File: src/rtl/ow_slot_pkg.sv
package ow_slot_pkg;
  typedef enum logic [1:0] {
    SLOT_W0  = 2'b00,
    SLOT_W1  = 2'b01,
    SLOT_RD  = 2'b10,
    SLOT_RSV = 2'b11
  } slot_kind_e;
endpackage

File: src/rtl/ow_us_tick.sv
module ow_us_tick #(
  parameter int CLKS_PER_US = 50
) (
  input  logic clk_i,
  input  logic rst_ni,
  input  logic clear_i,
  input  logic en_i,
  output logic tick_o
);
  localparam int PW = (CLKS_PER_US > 1) ? $clog2(CLKS_PER_US) : 1;
  localparam logic [PW-1:0] LAST = PW'(CLKS_PER_US - 1);

  logic [PW-1:0] cnt_q;

  assign tick_o = en_i && !clear_i && (cnt_q == LAST);

  always_ff @(posedge clk_i or negedge rst_ni) begin
    if (!rst_ni)          cnt_q <= '0;
    else if (clear_i)     cnt_q <= '0;
    else if (en_i)        cnt_q <= (cnt_q == LAST) ? '0 : cnt_q + 1'b1;
  end


  tick_range_chk: assert property (@(posedge clk_i) disable iff (!rst_ni)
    cnt_q <= LAST);
endmodule

File: src/rtl/ow_line_sync.sv
module ow_line_sync #(
  parameter int STAGES = 2
) (
  input  logic clk_i,
  input  logic rst_ni,
  input  logic line_i,
  output logic line_o
);
  logic [STAGES-1:0] sync_q;

  // idle bus is pulled high
  always_ff @(posedge clk_i or negedge rst_ni) begin
    if (!rst_ni) sync_q <= '1;
    else         sync_q <= {sync_q[STAGES-2:0], line_i};
  end

  assign line_o = sync_q[STAGES-1];
endmodule

File: src/rtl/ow_slot_ctrl.sv
module ow_slot_ctrl
  import ow_slot_pkg::*;
#(
  parameter int TW = 8
) (
  input  logic          clk_i,
  input  logic          rst_ni,
  input  logic          start_i,
  input  logic [1:0]    slot_type_i,
  input  logic [TW-1:0] t_low1_i,
  input  logic [TW-1:0] t_low0_i,
  input  logic [TW-1:0] t_lowr_i,
  input  logic [TW-1:0] t_rdv_i,
  input  logic [TW-1:0] t_slot_i,
  input  logic [TW-1:0] t_rec_i,
  input  logic          tick_i,
  input  logic          line_s_i,
  output logic          accept_o,
  output logic          drive_low_o,
  output logic          busy_o,
  output logic          done_o,
  output logic          bit_o
);
  localparam int CW = TW + 1;

  slot_kind_e    kind_q;
  logic          busy_q, drive_q, done_q, bit_q, seen_q, rbit_q;
  logic [CW-1:0] us_q, us_nx, low_len, total, watch_end;

  assign accept_o  = start_i && !busy_q && (slot_type_i != SLOT_RSV);
  assign total     = CW'(t_slot_i) + CW'(t_rec_i);
  assign watch_end = CW'(t_rdv_i) + CW'(2);
  assign us_nx     = us_q + 1'b1;

  always_comb begin
    unique case (kind_q)
      SLOT_W1: low_len = CW'(t_low1_i);
      SLOT_W0: low_len = CW'(t_low0_i);
      default: low_len = CW'(t_lowr_i);
    endcase
  end

  always_ff @(posedge clk_i or negedge rst_ni) begin
    if (!rst_ni) begin
      kind_q  <= SLOT_W0;
      busy_q  <= 1'b0;
      drive_q <= 1'b0;
      done_q  <= 1'b0;
      bit_q   <= 1'b0;
      seen_q  <= 1'b0;
      rbit_q  <= 1'b0;
      us_q    <= '0;
    end else begin
      done_q <= 1'b0;
      if (accept_o) begin
        kind_q  <= slot_kind_e'(slot_type_i);
        busy_q  <= 1'b1;
        drive_q <= 1'b1;
        seen_q  <= 1'b0;
        rbit_q  <= 1'b0;
        us_q    <= '0;
      end else if (busy_q) begin
        // read watch: first high after release decides the bit
        if (kind_q == SLOT_RD && !drive_q && !seen_q && line_s_i &&
            us_q < watch_end) begin
          seen_q <= 1'b1;
          rbit_q <= (us_q < CW'(t_rdv_i));
        end
        if (tick_i) begin
          us_q <= us_nx;
          if (us_nx == low_len) drive_q <= 1'b0;
          if (us_nx >= total) begin
            busy_q  <= 1'b0;
            drive_q <= 1'b0;
            done_q  <= 1'b1;
            bit_q   <= (kind_q == SLOT_RD) ? rbit_q : (kind_q == SLOT_W1);
          end
        end
      end
    end
  end

  assign drive_low_o = drive_q;
  assign busy_o      = busy_q;
  assign done_o      = done_q;
  assign bit_o       = bit_q;


  drive_in_slot_chk: assert property (@(posedge clk_i) disable iff (!rst_ni)
    drive_low_o |-> busy_o);

  drive_starts_slot_chk: assert property (@(posedge clk_i) disable iff (!rst_ni)
    $rose(drive_low_o) |-> $rose(busy_o));

  done_single_chk: assert property (@(posedge clk_i) disable iff (!rst_ni)
    done_o |=> !done_o);

  done_on_fall_chk: assert property (@(posedge clk_i) disable iff (!rst_ni)
    $fell(busy_o) |-> done_o);

  busy_start_ignored_chk: assert property (@(posedge clk_i) disable iff (!rst_ni)
    (busy_o && start_i && $past(busy_o)) |=> !$rose(drive_low_o));

  bit_hold_chk: assert property (@(posedge clk_i) disable iff (!rst_ni)
    !done_o |-> $stable(bit_o));
endmodule

File: src/rtl/ow_bit_slot.sv
module ow_bit_slot #(
  parameter int CLKS_PER_US = 50,
  parameter int TW          = 8,
  parameter int SYNC_STAGES = 2
) (
  input  logic          clk_i,
  input  logic          rst_ni,
  input  logic          start_i,
  input  logic [1:0]    slot_type_i,
  input  logic [TW-1:0] t_low1_i,
  input  logic [TW-1:0] t_low0_i,
  input  logic [TW-1:0] t_lowr_i,
  input  logic [TW-1:0] t_rdv_i,
  input  logic [TW-1:0] t_slot_i,
  input  logic [TW-1:0] t_rec_i,
  input  logic          line_i,
  output logic          drive_low_o,
  output logic          busy_o,
  output logic          done_o,
  output logic          bit_o
);
  logic tick, line_s, accept;

  ow_line_sync #(.STAGES(SYNC_STAGES)) u_sync (
    .clk_i  (clk_i),
    .rst_ni (rst_ni),
    .line_i (line_i),
    .line_o (line_s)
  );

  ow_us_tick #(.CLKS_PER_US(CLKS_PER_US)) u_tick (
    .clk_i   (clk_i),
    .rst_ni  (rst_ni),
    .clear_i (accept),
    .en_i    (busy_o),
    .tick_o  (tick)
  );

  ow_slot_ctrl #(.TW(TW)) u_ctrl (
    .clk_i       (clk_i),
    .rst_ni      (rst_ni),
    .start_i     (start_i),
    .slot_type_i (slot_type_i),
    .t_low1_i    (t_low1_i),
    .t_low0_i    (t_low0_i),
    .t_lowr_i    (t_lowr_i),
    .t_rdv_i     (t_rdv_i),
    .t_slot_i    (t_slot_i),
    .t_rec_i     (t_rec_i),
    .tick_i      (tick),
    .line_s_i    (line_s),
    .accept_o    (accept),
    .drive_low_o (drive_low_o),
    .busy_o      (busy_o),
    .done_o      (done_o),
    .bit_o       (bit_o)
  );
endmodule

File: config.mk
export PLATFORM = sky130hd
export DESIGN_NAME = ow_bit_slot
export DESIGN_NICKNAME = d
export VERILOG_FILES = /design/src/rtl/ow_slot_pkg.sv /design/src/rtl/ow_us_tick.sv /design/src/rtl/ow_line_sync.sv /design/src/rtl/ow_slot_ctrl.sv /design/src/rtl/ow_bit_slot.sv
export SDC_FILE = /design/constraint.sdc
export NUM_CORES = 1
export LEC_CHECK = 0
export BUFFER_PORTS_ARGS = -buffer_cell sky130_fd_sc_hd__buf_2
export CAP_MARGIN = 20
export CORE_UTILIZATION = 55
export CTS_CLUSTER_DIAMETER = 200
export DETAILED_ROUTE_END_ITERATION = 6
export PLACE_DENSITY = 0.92
export SKIP_CTS_REPAIR_TIMING = 1
export SYNTH_ARGS = -nofsm -noshare
export SYNTH_HDL_FRONTEND = slang
export SYNTH_HIERARCHICAL = 1
export SYNTH_SLANG_ARGS = --single-unit
File: constraint.sdc
create_clock -name clk_i -period 2.9 [get_ports clk_i]
set_input_delay 0.435 -clock clk_i [delete_from_list [all_inputs] [get_ports clk_i]]
set_output_delay 0.435 -clock clk_i [all_outputs]
set_load 0.05 [all_outputs]
* Word level (Yosys, flattened, before mapping)
Index checks and enable logic that the tools add are counted.
** Storage, ports and cells
- Bits in registers :: 25
- Input port bits :: 54
- Output and inout port bits :: 4
** Cells by class
- $add $sub $neg :: 4
- Order comparisons :: 3
- Equality and inequality tests :: 5
- Mux-type cells :: 27
- Bitwise logic cells :: 1
- Reduce and logical (&&, ||, !) cells :: 21
** Operators with widths (count)
- $mux W9 :: 3
- $mux W1 :: 20
- $mux W6 :: 3
- $pmux W8 S2 :: 1
- $add A8 B2 Y9 const B :: 1
- $add A8 B8 Y9 :: 1
- $add A9 B1 Y9 const B :: 1
- $eq A9 B8 Y1 :: 1
- $ge A9 B9 Y1 :: 1
- $lt A9 B8 Y1 :: 1
- $lt A9 B9 Y1 :: 1
- $logic_and A1 B1 Y1 :: 8
- $add A6 B1 Y6 const B :: 1
- $eq A6 B6 Y1 const B :: 1
- $reduce_bool A2 Y1 :: 3
- $logic_not A1 Y1 :: 4
- $reduce_and A2 Y1 :: 2
- $reduce_and A4 Y1 :: 1
- $reduce_and A3 Y1 :: 1
- $reduce_bool A3 Y1 :: 1
- $eq A2 B1 Y1 const B :: 1
- $eq A2 B2 Y1 const B :: 1
- $logic_not A2 Y1 :: 1
- $ne A2 B2 Y1 const B :: 1
- $not A1 Y1 :: 1

* Longest topological paths before layout
Gate-level depths: netlist (run 1).
- Word-level depth :: 9
- Gate-level depth with buffers :: 14

* Modules after synthesis
The synthesis (run 1) kept the hierarchy.
** Modules (own cells, without submodules)
- ow_slot_ctrl :: instances 1, cells an instance 237, area each 2058.2 µm², sequential area each 425.4 µm²
- ow_us_tick :: instances 1, cells an instance 40, area each 361.6 µm², sequential area each 150.1 µm²
- ow_line_sync :: instances 1, cells an instance 2, area each 52.6 µm², sequential area each 52.6 µm²

* Least setup slack after synthesis (run 1)
OpenSTA, ideal clock, no wires.
- Kind :: flip-flop to flip-flop
- Start :: reg u_ctrl.busy_q, in the netlist u_ctrl/busy_o
- End :: reg u_ctrl.bit_q, in the netlist u_ctrl/bit_o
- Setup time :: 0.125 ns
- Data arrival time :: 2.764 ns
- Data required time :: 2.775 ns
- Slack :: 0.011 ns
- Cell stages (with the launch flop) :: 9
- Path buffers :: 2
- Period minus slack after synthesis :: 2.889 ns
- Cells stage by stage :: dfrtp_1 > buf_2 > nor2b_1 > clkbuf_1 > nor4_1 > nand2_1 > nor3_1 > a21oi_1 > mux2_2
** On the way
- Longest elaborated chain between the ends :: 7
- Elaborated cells between the ends (all ways) :: 8
- Those cells by class :: 1 x bitwise; 7 x reduce/logical
** Ends and longest elaborated chain
- start, declared :: RTL line ow_slot_ctrl.sv:27 : logic busy_q, drive_q, done_q, bit_q, seen_q, rbit_q;
- start signal, assigned :: RTL line ow_slot_ctrl.sv:46 : busy_q <= 1'b0;
- start signal, assigned :: RTL line ow_slot_ctrl.sv:57 : busy_q <= 1'b1;
- start signal, assigned :: RTL line ow_slot_ctrl.sv:73 : busy_q <= 1'b0;
- $logic_not A1 Y1 :: RTL line ow_slot_ctrl.sv:30 : assign accept_o = start_i && !busy_q && (slot_type_i != SLOT_RSV);
- $logic_and A1 B1 Y1 (2 in a row) :: RTL line ow_slot_ctrl.sv:30
- named net accept :: RTL line ow_bit_slot.sv:22 : logic tick, line_s, accept;
- $logic_not A1 Y1 :: RTL line ow_us_tick.sv:15 : assign tick_o = en_i && !clear_i && (cnt_q == LAST);
- $logic_and A1 B1 Y1 (2 in a row) :: RTL line ow_us_tick.sv:15
- named net tick :: RTL line ow_bit_slot.sv:22
- $reduce_and A4 Y1 (no line)
- end signal, assigned :: RTL line ow_slot_ctrl.sv:76 : bit_q <= (kind_q == SLOT_RD) ? rbit_q : (kind_q == SLOT_W1);
- end, declared :: RTL line ow_slot_ctrl.sv:27
The timed path passes the listed nets, and every way through them passes these cells.
A chain may end at the register's enable or synchronous reset.

* Final worst setup path (run 1)
- Start :: in t_slot_i[0]
- End :: reg u_ctrl.bit_q, in the netlist u_ctrl/bit_o
** On the way
- Longest elaborated chain between the ends :: 3
** Ends and longest elaborated chain
- start, declared :: RTL line ow_bit_slot.sv:14 : input logic [TW-1:0] t_slot_i,
- $add A8 B8 Y9 :: RTL line ow_slot_ctrl.sv:31 : assign total = CW'(t_slot_i) + CW'(t_rec_i);
- $ge A9 B9 Y1 :: RTL line ow_slot_ctrl.sv:72 : if (us_nx >= total) begin
- $reduce_and A4 Y1 (no line)
Every way passes these cells.

==> run summary, run 1 <==
### Clock network
* total clock sinks: 25
* Skew-Pair Late Insertion Delay: 0.27 ns
* largest buffer count on any clock path: 2
* clk root buf: clkbuf_8
* clock-pin slew of the registers on the worst-case setup and hold paths: 0.10 ns
* H-Tree Depth: 1
* cts bufs inserted: 3
* TritonCTS clock tree: done

### Global route
* pin count of the biggest net entering global routing: 26
* Global Route Usage Sum: 0.245
* vias in the first global route: 2,264
* antenna violations before repair: 0
* global-route wire length before repair: 9.59 mm
* remaining global-route overflow: 0

### Floorplan
* die outline height: 69.0 µm
* area of the core: 4320 µm²
* row cnt: 24
* effective utilization at floorplan: 0.572
* die outline width: 69.0 µm
* overall die area: 4770 µm²
* IO Count: 58

### Synthesis
* proportion of synthesized chip area in sequential cells: 0.254
* Syn. warnings: 6
* netlist area before placement: 2470 µm²
* share of the synthesized area in compound gates (AO/OA/AOI/OAI): 0.170
* flop and latch count out of synthesis: 25
* simple-gate share of the synthesized area: 0.182
* fraction of registers with async set/reset: 1.00
* mux contribution to synthesized area: 0.0496
* share of synthesized cell area in full adder, half adder and majority cells: 0.190
* xor/xnor share of the synthesized area: 0.107
* most numerous cell in the Yosys netlist: ha_1
* Post-synth top flop: dfrtp_1
* combinational family with the most area after synthesis: adder cells
* area share of the largest cell type after synthesis: 0.233
* cell taking the most area after synthesis: dfrtp_1
* top area cells in the synthesized netlist: dfrtp_1, ha_1, xnor2_1, xor2_1, mux2i_1
* number of nets in the synthesized netlist: 370
* count of flip-flops with a built-in enable after synthesis: 0
* Mean Syn Cell Area: 8.86 µm²
* Gate Count Post-Synth: 279
* Post-synth top cells: ha_1, nand2_1, dfrtp_1
* unique cell type count in the Yosys netlist: 50

### Worst setup path
* WP data required: 3.06 ns
* endpoint kind of the worst setup timing path: register
* arrival time of the worst setup path: 2.95 ns
* worst reg2reg path startpoint: u_ctrl/us_q[1]
* Crit Reg-Reg Endpoint: u_ctrl/bit_o
* highest net fanout along the worst path: 2
* Setup crit start kind: input pin
* R2R setup slack: 0.27 ns
* reg2reg path depth: 9
* Crit Path Class: in -> reg

### Drt
* average detailed-routed wire length per instance: 14.6 µm
* residual antenna-violating net count after detailed routing: 0
* drt first pass iters: 4
* number of DRC violations after detailed routing: 0
* vias after detailed routing: 2,295
* Vias/cell: 5.81
* Final Routed Wirelength: 5.76 mm
* number of design-rule violations left by the first detailed-router iteration: 92

### Timing
* worst slew margin relative to its limit: 0.623
* final critical delay including setup and external delays: 2.79 ns
* Max Freq: 359 MHz
* hold slack: 0.135 ns
* post-route clock period utilization: 0.962
* final hold violation count: 0
* worst clock skew on the final layout: 0.00865 ns
* number of setup violations in the final report: 0
* final worst setup slack: 0.112 ns
* measured slew at the worst slew-check pin: 0.565 ns
* pins over their slew limit: 0
* setup tns final: 0 ns

### Finish
* Area Overhead vs Synth: 18.0%
* number of nets in the final layout: 435
* Ant. Diodes: 0
* share of cells above drive strength 1: 0.239

### Worst hold path
* type of the worst min-delay path: in -> async

### Outcome
* result of the run: finished clean

### Placed design
* Detail Placement HPWL: 4.64 mm
* number of port buffers: 57
* pre-CTS setup slack: -0.228 ns
* final RePlAce weighted congestion: 0.848

### Power and ir drop
* Max IR drop VDD: 0.272 mV
* post-layout power: 1.35 mW
* leakage power figure: 1.58 nW
* Cell Pwr Density: 464 nW/µm²

### Flow run
* Maximum Capacitance Violations: 0

-- how the worst max path moves through the flow --
| stage | startpoint | end | slack [ns] | depth (start not counted) |
|---|---|---|---|---|
| after floorplan | u_ctrl/busy_o | u_ctrl/bit_o | 0.01 | 8 |
| after global placement | t_slot_i[0] | u_ctrl/bit_o | -0.008 | 14 |
| after detailed placement | t_slot_i[0] | u_ctrl/bit_o | -0.23 | 15 |
| after CTS | t_slot_i[0] | u_ctrl/bit_o | 0.05 | 15 |
| after global routing | t_slot_i[0] | u_ctrl/bit_o | -0.02 | 15 |
| final | t_slot_i[0] | u_ctrl/bit_o | 0.11 | 15 |
-- final cells by class --
type	instances	area (µm²)
clock inverters	1	8.76
fillers	339	1410
clock buffers	3	41.3
flip-flops and latches	25	628
multi-input cells	227	1740
repair buffers	67	360
inverters	20	75.1
well taps	52	65.1
-- logic make-up (layout without fill, tap and decap cells) --
logic type               after synthesis  count (layout)
AND/OR/NAND/NOR                       86              86
AO/OA/AOI/OAI                         65              65
adder cells (fa/ha/maj)               37              37
XOR/XNOR                              27              27
buffers and inverters                 27              91
flip-flops                            25              25
multiplexers                          12              12
-- routing by layer --
metal	share of wire	up-vias	GRT usage
met4	0.021	0	0.0998
li1	-	1128	-
met2	0.51	107	0.443
met5	0	-	0
met3	0.062	12	0.0278
met1	0.40	1048	0.294
-- sequential cells by signal (all words and copies together), names as in the netlist --
register / cells
u_sync/sync_q: 2
u_ctrl/kind_q: 2
u_ctrl/drive_low_o: 1
u_ctrl/rbit_q: 1
u_ctrl/busy_o: 1
u_tick/cnt_q: 6
u_ctrl/done_o: 1
u_ctrl/bit_o: 1
u_ctrl/seen_q: 1
u_ctrl/us_q: 9
-- cell usage in the layout, fill, tap and decap left out, types with 3 or more instances in the layout --
cell	instances
dfrtp_1	23
nand4_1	5
o21ai_1	8
clkbuf_8	3
nand2_1	24
inv_1	20
o21ai_0	11
ha_1	36
o31ai_1	3
nor2b_1	7
nand3_1	15
o21bai_1	3
a21o_1	10
buf_4	10
mux2i_1	10
nor2_1	13
xor2_1	12
o22ai_1	3
xnor2_1	13
nand2b_1	5
nor3_1	5
buf_2	57
a21oi_1	11
-- report_power, final --
part           internal (mW)  total [mW]  switching (mW)
Combinational          0.297       0.605           0.308
Clock                  0.101       0.217           0.116
Sequential             0.427       0.533           0.106
-- critical path: stages --
cell and delay (ns):
buf_2 0.10, ha_1 0.21, inv_1 0.09, fa_2 0.21, nor2b_1 0.05, o21ai_1 0.12, nand2b_1 0.12, a21o_1 0.20
a21o_1 0.20, xnor2_1 0.13, ha_1 0.21, a211oi_2 0.21, o21ai_1 0.13, a21oi_2 0.20, mux2_2 0.35
-- through the flow --
step | cells | util | area [µm²]
2_1_floorplan | 279 | - | 2470
6_report | 395 | 0.675 | 2920
3_5_place_dp | 391 | 0.661 | 2860
4_1_cts | 395 | 0.672 | 2910
3_3_place_gp | 391 | 0.661 | 2860
5_1_grt | 395 | 0.675 | 2920
Power figures use the tool's default switching activity.
==> run 2, diff against run 1 <==
- PLACE_DENSITY: 0.92 -> 0.88
- clock period: 2.9 -> 3.3 ns (I/O delays scaled with it)
==> run 2 against run 1 <==
  * Setup slack gained 0.40 ns
  * Sequential power shrank 9.4%
  * Critical endpoint unchanged
  * Core utilization shrank 1.3 points
  * Sequential share of layout area grew 0.43 points
==> run summary, run 2 (synthesized netlist as in run 1, its figures left out) <==
### Timing
* worst slew margin relative to its limit: 0.632, was 0.623
* Max Freq: 359 MHz
* final critical delay including setup and external delays: 2.79 ns
* final hold violation count: 0, unchanged
* pins over their slew limit: 0, unchanged
* setup tns final: 0 ns, unchanged
* worst clock skew on the final layout: 0.00425 ns, was 0.00865 ns
* unrepaired setup endpoints after global routing: no
* measured slew at the worst slew-check pin: 0.551 ns, was 0.565 ns
* post-route clock period utilization: 0.844
* number of setup violations in the final report: 0, unchanged

### Clock network
* TritonCTS clock tree: done, unchanged
* total clock sinks: 25, unchanged
* clock-pin slew of the registers on the worst-case setup and hold paths: 0.09 ns, was 0.10 ns
* largest buffer count on any clock path: 2, unchanged
* cts bufs inserted: 3, unchanged
* Skew-Pair Late Insertion Delay: 0.27 ns, about the same
* clk root buf: clkbuf_8, unchanged
* H-Tree Depth: 1, unchanged

### Drt
* residual antenna-violating net count after detailed routing: 0, unchanged
* number of design-rule violations left by the first detailed-router iteration: 67, was 92
* Vias/cell: 5.71, was 5.81
* Final Routed Wirelength: 5.35 mm, was 5.76 mm
* drt first pass iters: 5, was 4
* vias after detailed routing: 2,220, was 2,295
* number of DRC violations after detailed routing: 0, unchanged
* average detailed-routed wire length per instance: 13.7 µm, was 14.6 µm

### Worst hold path
* type of the worst min-delay path: in -> async, unchanged

### Floorplan
* area of the core: 4320 µm², unchanged
* effective utilization at floorplan: 0.572, unchanged
* die outline width: 69.0 µm, unchanged
* overall die area: 4770 µm², unchanged
* die outline height: 69.0 µm, unchanged
* IO Count: 58, unchanged
* row cnt: 24, unchanged

### Finish
* most common cell after layout, fill and taps aside: buf_2, unchanged
* top library cells by usage in the layout, fill and taps aside: buf_2, ha_1, nand2_1, dfrtp_1, inv_1, unchanged
* share of cells above drive strength 1: 0.217, was 0.239
* Area Overhead vs Synth: 15.7%, was 18.0%
* Top Registers: u_ctrl/us_q: 9 flops, u_tick/cnt_q: 6 flops, unchanged
* number of nets in the final layout: 429, was 435
* number of flip-flops under the largest register name: 9, unchanged
* Ant. Diodes: 0, unchanged
* final non-filler cell area: 2860 µm², was 2920 µm²
* final cell count without fillers: 389, was 395
* largest register by flop count: u_ctrl/us_q, unchanged

### Power and ir drop
* combinational fraction of design power: 0.424, was 0.447
* switching power share of the total: 0.388, was 0.391
* Cell Pwr Density: 406 nW/µm², was 464 nW/µm²
* Internal Dissipation: 0.710 mW, was 0.825 mW
* Clk network pwr share: 0.160, about the same
* leakage power figure: 1.55 nW, was 1.58 nW
* net switching power of the design: 0.450 mW, was 0.530 mW
* portion of total power attributed to sequential cells: 0.417, was 0.393
* Max IR drop VDD: 0.230 mV, was 0.272 mV

### Worst setup path
* arrival time of the worst setup path: 2.95 ns, about the same
* endpoint kind of the worst setup timing path: register, unchanged
* WP data required: 3.46 ns, was 3.06 ns
* highest net fanout along the worst path: 2, unchanged
* slowest CP cell: fa_1, was mux2_2
* sequence of cells on the critical path: buf_2 -> ha_1 -> inv_1 -> fa_1 -> nor2b_1 -> o21ai_0 -> nand2b_1 -> xnor2_1 -> ha_1 -> a21o_1 -> a211oi_1 -> o21ai_0 -> a21oi_1 -> mux2_2, was buf_2 -> ha_1 -> inv_1 -> fa_2 -> nor2b_1 -> o21ai_1 -> nand2b_1 -> a21o_1 -> a21o_1 -> xnor2_1 -> ha_1 -> a211oi_2 -> o21ai_1 -> a21oi_2 -> mux2_2
* Crit Path Class: in -> reg, unchanged
* Setup crit start kind: input pin, unchanged
* Worst path max stage delay: 0.39 ns, was 0.35 ns

### Flow run
* Maximum Capacitance Violations: 0, unchanged

### Placed design
* cell area after placement: 2810 µm², was 2860 µm²
* Detail Placement HPWL: 4.26 mm, was 4.64 mm
* number of port buffers: 57, unchanged
* number of cells after detailed placement: 385, was 391
* final RePlAce weighted congestion: 0.817, was 0.848

### Global route
* antenna violations before repair: 0, unchanged
* global-route wire length before repair: 9.21 mm, was 9.59 mm
* vias in the first global route: 2,097, was 2,264
* remaining global-route overflow: 0, unchanged
* pin count of the biggest net entering global routing: 26, unchanged
* Global Route Usage Sum: 0.236, was 0.245

### Outcome
* result of the run: finished clean, unchanged

[run 2: worst paths after layout]
path,slack [ns],depth (start not counted),from,end
worst max-delay path,0.51,14,t_slot_i[0],u_ctrl/bit_o
worst min-delay path,0.19,1,rst_ni,u_tick/cnt_q[1]
worst max register to register,0.61,9,u_ctrl/us_q[0],u_ctrl/bit_o
worst min register to register,0.36,0,u_sync/sync_q[0],u_sync/sync_q[1]
max in group asynchronous,2.74,1,rst_ni,u_sync/sync_q[0]
min in group clk_i,0.32,1,line_i,u_sync/sync_q[0]
[run 2: through the flow]
stage | setup WS (ns) | hold slack, ns | power, mW | utilization
after floorplan | 0.411 | 0.199 | 0.834 | -
after global placement | 0.300 | 0.346 | 0.946 | 0.650
after detailed placement | 0.228 | 0.347 | 0.978 | 0.650
after CTS | 0.502 | 0.210 | 1.16 | 0.661
after global routing | 0.206 | 0.223 | 1.27 | 0.661
final | 0.515 | 0.191 | 1.16 | 0.661
[run 2: power by group through the flow]
| stage | clock, mW | combinational, mW | sequential [mW] |
|---|---|---|---|
| 2_1_floorplan | 0 | 0.388 | 0.446 |
| 3_3_place_gp | 0 | 0.463 | 0.483 |
| 3_5_place_dp | 0 | 0.491 | 0.487 |
| 4_1_cts | 0.188 | 0.496 | 0.481 |
| 5_1_grt | 0.201 | 0.567 | 0.498 |
| 6_report | 0.185 | 0.491 | 0.483 |
[run 2: per-layer routing]
layer,routed length [µm],GRT usage,vias to the layer above
li1,-,-,1120
met1,2290,0.301,1012
met2,2700,0.424,83
met3,291,0.0146,5
met4,68,0.0726,0
met5,0,0,-
[run 2: critical path: cells and delay by family]
kind                       cells  cell delay [ns]
AOI/OAI and AO/OA              5             0.80
adders and majority gates      3             0.82
xor gates and xnor gates       1             0.13
and+or+nand+nor                2             0.23
buffers and inverters          2             0.14
muxes                          1             0.35
[run 2: cell type report]
type                    instances  area, µm²
well taps                      52       65.1
clock buffers                   3       41.3
clock inverters                 1       7.51
multi-input cells             227       1730
fillers                       367       1460
repair buffers                 61        315
inverters                      20       75.1
flip-flops and latches         25        628
==> run 3, diff against run 2 <==
- clock period: 3.3 -> 2.8 ns (I/O delays scaled with it)
==> run 3 against run 2 <==
  * Via count up 0.45%
  * Non-clock buffer count up 7
  * Die area unchanged
  * Largest cell class unchanged
  * Setup slack worse by 0.39 ns
  * First-iteration DRC count down 7.5%
  * Cell count up 1.8%
  * Clock power up 25%
  * Hold slack worse by 0.079 ns
  * Design area up 2.5%
  * Clock-buffer cell count unchanged
  * Sequential share of layout area down 0.53 points
  * Power up 21%
  * Critical endpoint unchanged
  * Highest routed layer unchanged
==> run summary, run 3 (synthesized netlist as in run 1, its figures left out) <==
### Outcome
* result of the run: finished clean, unchanged

### Clock network
* cts bufs inserted: 3, unchanged
* largest buffer count on any clock path: 2, unchanged
* Skew-Pair Late Insertion Delay: 0.28 ns, was 0.27 ns
* H-Tree Depth: 1, unchanged
* TritonCTS clock tree: done, unchanged
* clock-pin slew of the registers on the worst-case setup and hold paths: 0.10 ns, was 0.09 ns
* clk root buf: clkbuf_8, unchanged
* total clock sinks: 25, unchanged

### Worst setup path
* highest net fanout along the worst path: 2, unchanged
* Crit. Startpoint: t_slot_i[0], unchanged
* R2R setup slack: 0.32 ns, was 0.61 ns
* WP data required: 2.96 ns, was 3.46 ns
* endpoint kind of the worst setup timing path: register, unchanged
* Worst path max stage delay: 0.35 ns, was 0.39 ns
* Setup crit start kind: input pin, unchanged
* sequence of cells on the critical path: buf_2 -> ha_1 -> inv_1 -> fa_2 -> nor2b_1 -> o21ai_0 -> nand2b_1 -> a21o_1 -> a21o_1 -> xnor2_1 -> ha_1 -> a211oi_2 -> o21ai_1 -> a21oi_2 -> mux2_2, was buf_2 -> ha_1 -> inv_1 -> fa_1 -> nor2b_1 -> o21ai_0 -> nand2b_1 -> xnor2_1 -> ha_1 -> a21o_1 -> a211oi_1 -> o21ai_0 -> a21oi_1 -> mux2_2
* Crit Reg-Reg Endpoint: u_ctrl/bit_o, unchanged
* reg2reg path depth: 8, was 9
* combined buffer and inverter count along the critical path: 2, unchanged
* worst reg2reg path startpoint: u_tick/cnt_q[1], was u_ctrl/us_q[0]
* Crit Path Class: in -> reg, unchanged
* Levels on crit path: 15, was 14
* CP endpoint: u_ctrl/bit_o, unchanged
* arrival time of the worst setup path: 2.84 ns, was 2.95 ns
* slowest CP cell: mux2_2, was fa_1
* critical path's top delay family: compound AO/OA/AOI/OAI gates, was adder cells

### Timing
* Max Freq: 374 MHz
* setup tns final: 0 ns, unchanged
* worst slew margin relative to its limit: 0.632, about the same
* measured slew at the worst slew-check pin: 0.551 ns, about the same
* final hold violation count: 0, unchanged
* post-route clock period utilization: 0.955
* pins over their slew limit: 0, unchanged
* final critical delay including setup and external delays: 2.67 ns
* hold slack: 0.112 ns, was 0.191 ns
* unrepaired setup endpoints after global routing: no, unchanged
* worst clock skew on the final layout: 0.00814 ns, was 0.00425 ns
* number of setup violations in the final report: 0, unchanged

### Finish
* Top Registers: u_ctrl/us_q: 9 flops, u_tick/cnt_q: 6 flops, unchanged
* Area Overhead vs Synth: 18.6%, was 15.7%
* number of nets in the final layout: 436, was 429
* share of cells above drive strength 1: 0.244, was 0.217
* largest register by flop count: u_ctrl/us_q, unchanged
* number of fill cells in the layout: 340, was 367
* Ant. Diodes: 0, unchanged
* final non-filler cell area: 2930 µm², was 2860 µm²
* top library cells by usage in the layout, fill and taps aside: buf_2, ha_1, nand2_1, dfrtp_1, inv_1, unchanged
* most common cell after layout, fill and taps aside: buf_2, unchanged
* number of flip-flops under the largest register name: 9, unchanged

### Floorplan
* die outline width: 69.0 µm, unchanged
* IO Count: 58, unchanged
* die outline height: 69.0 µm, unchanged
* row cnt: 24, unchanged
* effective utilization at floorplan: 0.572, unchanged
* overall die area: 4770 µm², unchanged
* area of the core: 4320 µm², unchanged

### Global route
* remaining global-route overflow: 0, unchanged
* Global Route Usage Sum: 0.226, was 0.236
* pin count of the biggest net entering global routing: 26, unchanged
* antenna violations before repair: 0, unchanged
* global-route wire length before repair: 8.96 mm, was 9.21 mm
* vias in the first global route: 2,045, was 2,097

### Placed design
* Detail Placement HPWL: 4.25 mm, was 4.26 mm
* number of port buffers: 57, unchanged
* cell area after placement: 2870 µm², was 2810 µm²
* final RePlAce weighted congestion: 0.849, was 0.817

### Worst hold path
* type of the worst min-delay path: in -> async, unchanged

### Drt
* number of design-rule violations left by the first detailed-router iteration: 62, was 67
* vias after detailed routing: 2,230, was 2,220
* residual antenna-violating net count after detailed routing: 0, unchanged
* Vias/cell: 5.63, was 5.71
* average detailed-routed wire length per instance: 13.5 µm, was 13.7 µm
* drt first pass iters: 4, was 5
* number of DRC violations after detailed routing: 0, unchanged
* Final Routed Wirelength: 5.33 mm, was 5.35 mm

### Flow run
* Maximum Capacitance Violations: 0, unchanged

### Power and ir drop
* Cell Pwr Density: 480 nW/µm², was 406 nW/µm²
* Max IR drop VDD: 0.299 mV, was 0.230 mV
* leakage power figure: 1.59 nW, was 1.55 nW

-- run 3: where the power goes --
group	switching [mW]	internal (mW)
combinational	0.317	0.315
sequential	0.102	0.442
clock	0.126	0.104
-- run 3: worst min path at each step --
stage	startpoint	to	slack, ns
finish	rst_ni	u_tick/cnt_q[5]	0.11
global route	rst_ni	u_tick/cnt_q[5]	0.15
CTS	rst_ni	u_ctrl/done_o	0.14
detailed placement	u_sync/sync_q[0]	u_sync/sync_q[1]	0.36
global placement	u_sync/sync_q[0]	u_sync/sync_q[1]	0.35
floorplan	rst_ni	u_ctrl/bit_o	0.12
-- run 3: worst register-to-register path, stage by stage (launching register included) --
cell and delay, ns:
dfrtp_1 0.44, inv_1 0.08, ha_1 0.15, nand4bb_1 0.29, nor4_2 0.30, nand2_1 0.39, nor3_1 0.34, a21oi_2 0.10
mux2_2 0.28
-- run 3: final cells by class --
type	count	area (µm²)	share of cell area
Clock buffer	3	41.3	0.0141
Inverter	20	75.1	0.0256
Sequential cell	25	628	0.214
Timing Repair Buffer	68	368	0.125
Tap cell	52	65.1	0.0222
Multi-Input combinational cell	227	1750	0.595
Clock inverter	1	8.76	0.00299
-- run 3: stage by stage --
stage / power (mW) / setup WS [ns] / utilization / cells
final: 1.41 / 0.126 / 0.678 / 396
after global routing: 1.53 / 0.0136 / 0.678 / 396
after CTS: 1.41 / 0.0849 / 0.676 / 396
after detailed placement: 1.18 / -0.203 / 0.664 / 392
after global placement: 1.14 / -0.0883 / 0.664 / 392
after floorplan: 0.986 / 0.00922 / - / 279
-- run 3: metal layers --
layer  GRT usage  wire length (µm)  up-vias
li1            -                 -     1131
met1       0.300              2470     1024
met2       0.389              2600       69
met3      0.0190               200        6
met4      0.0703                69        0
met5           0                 0        -
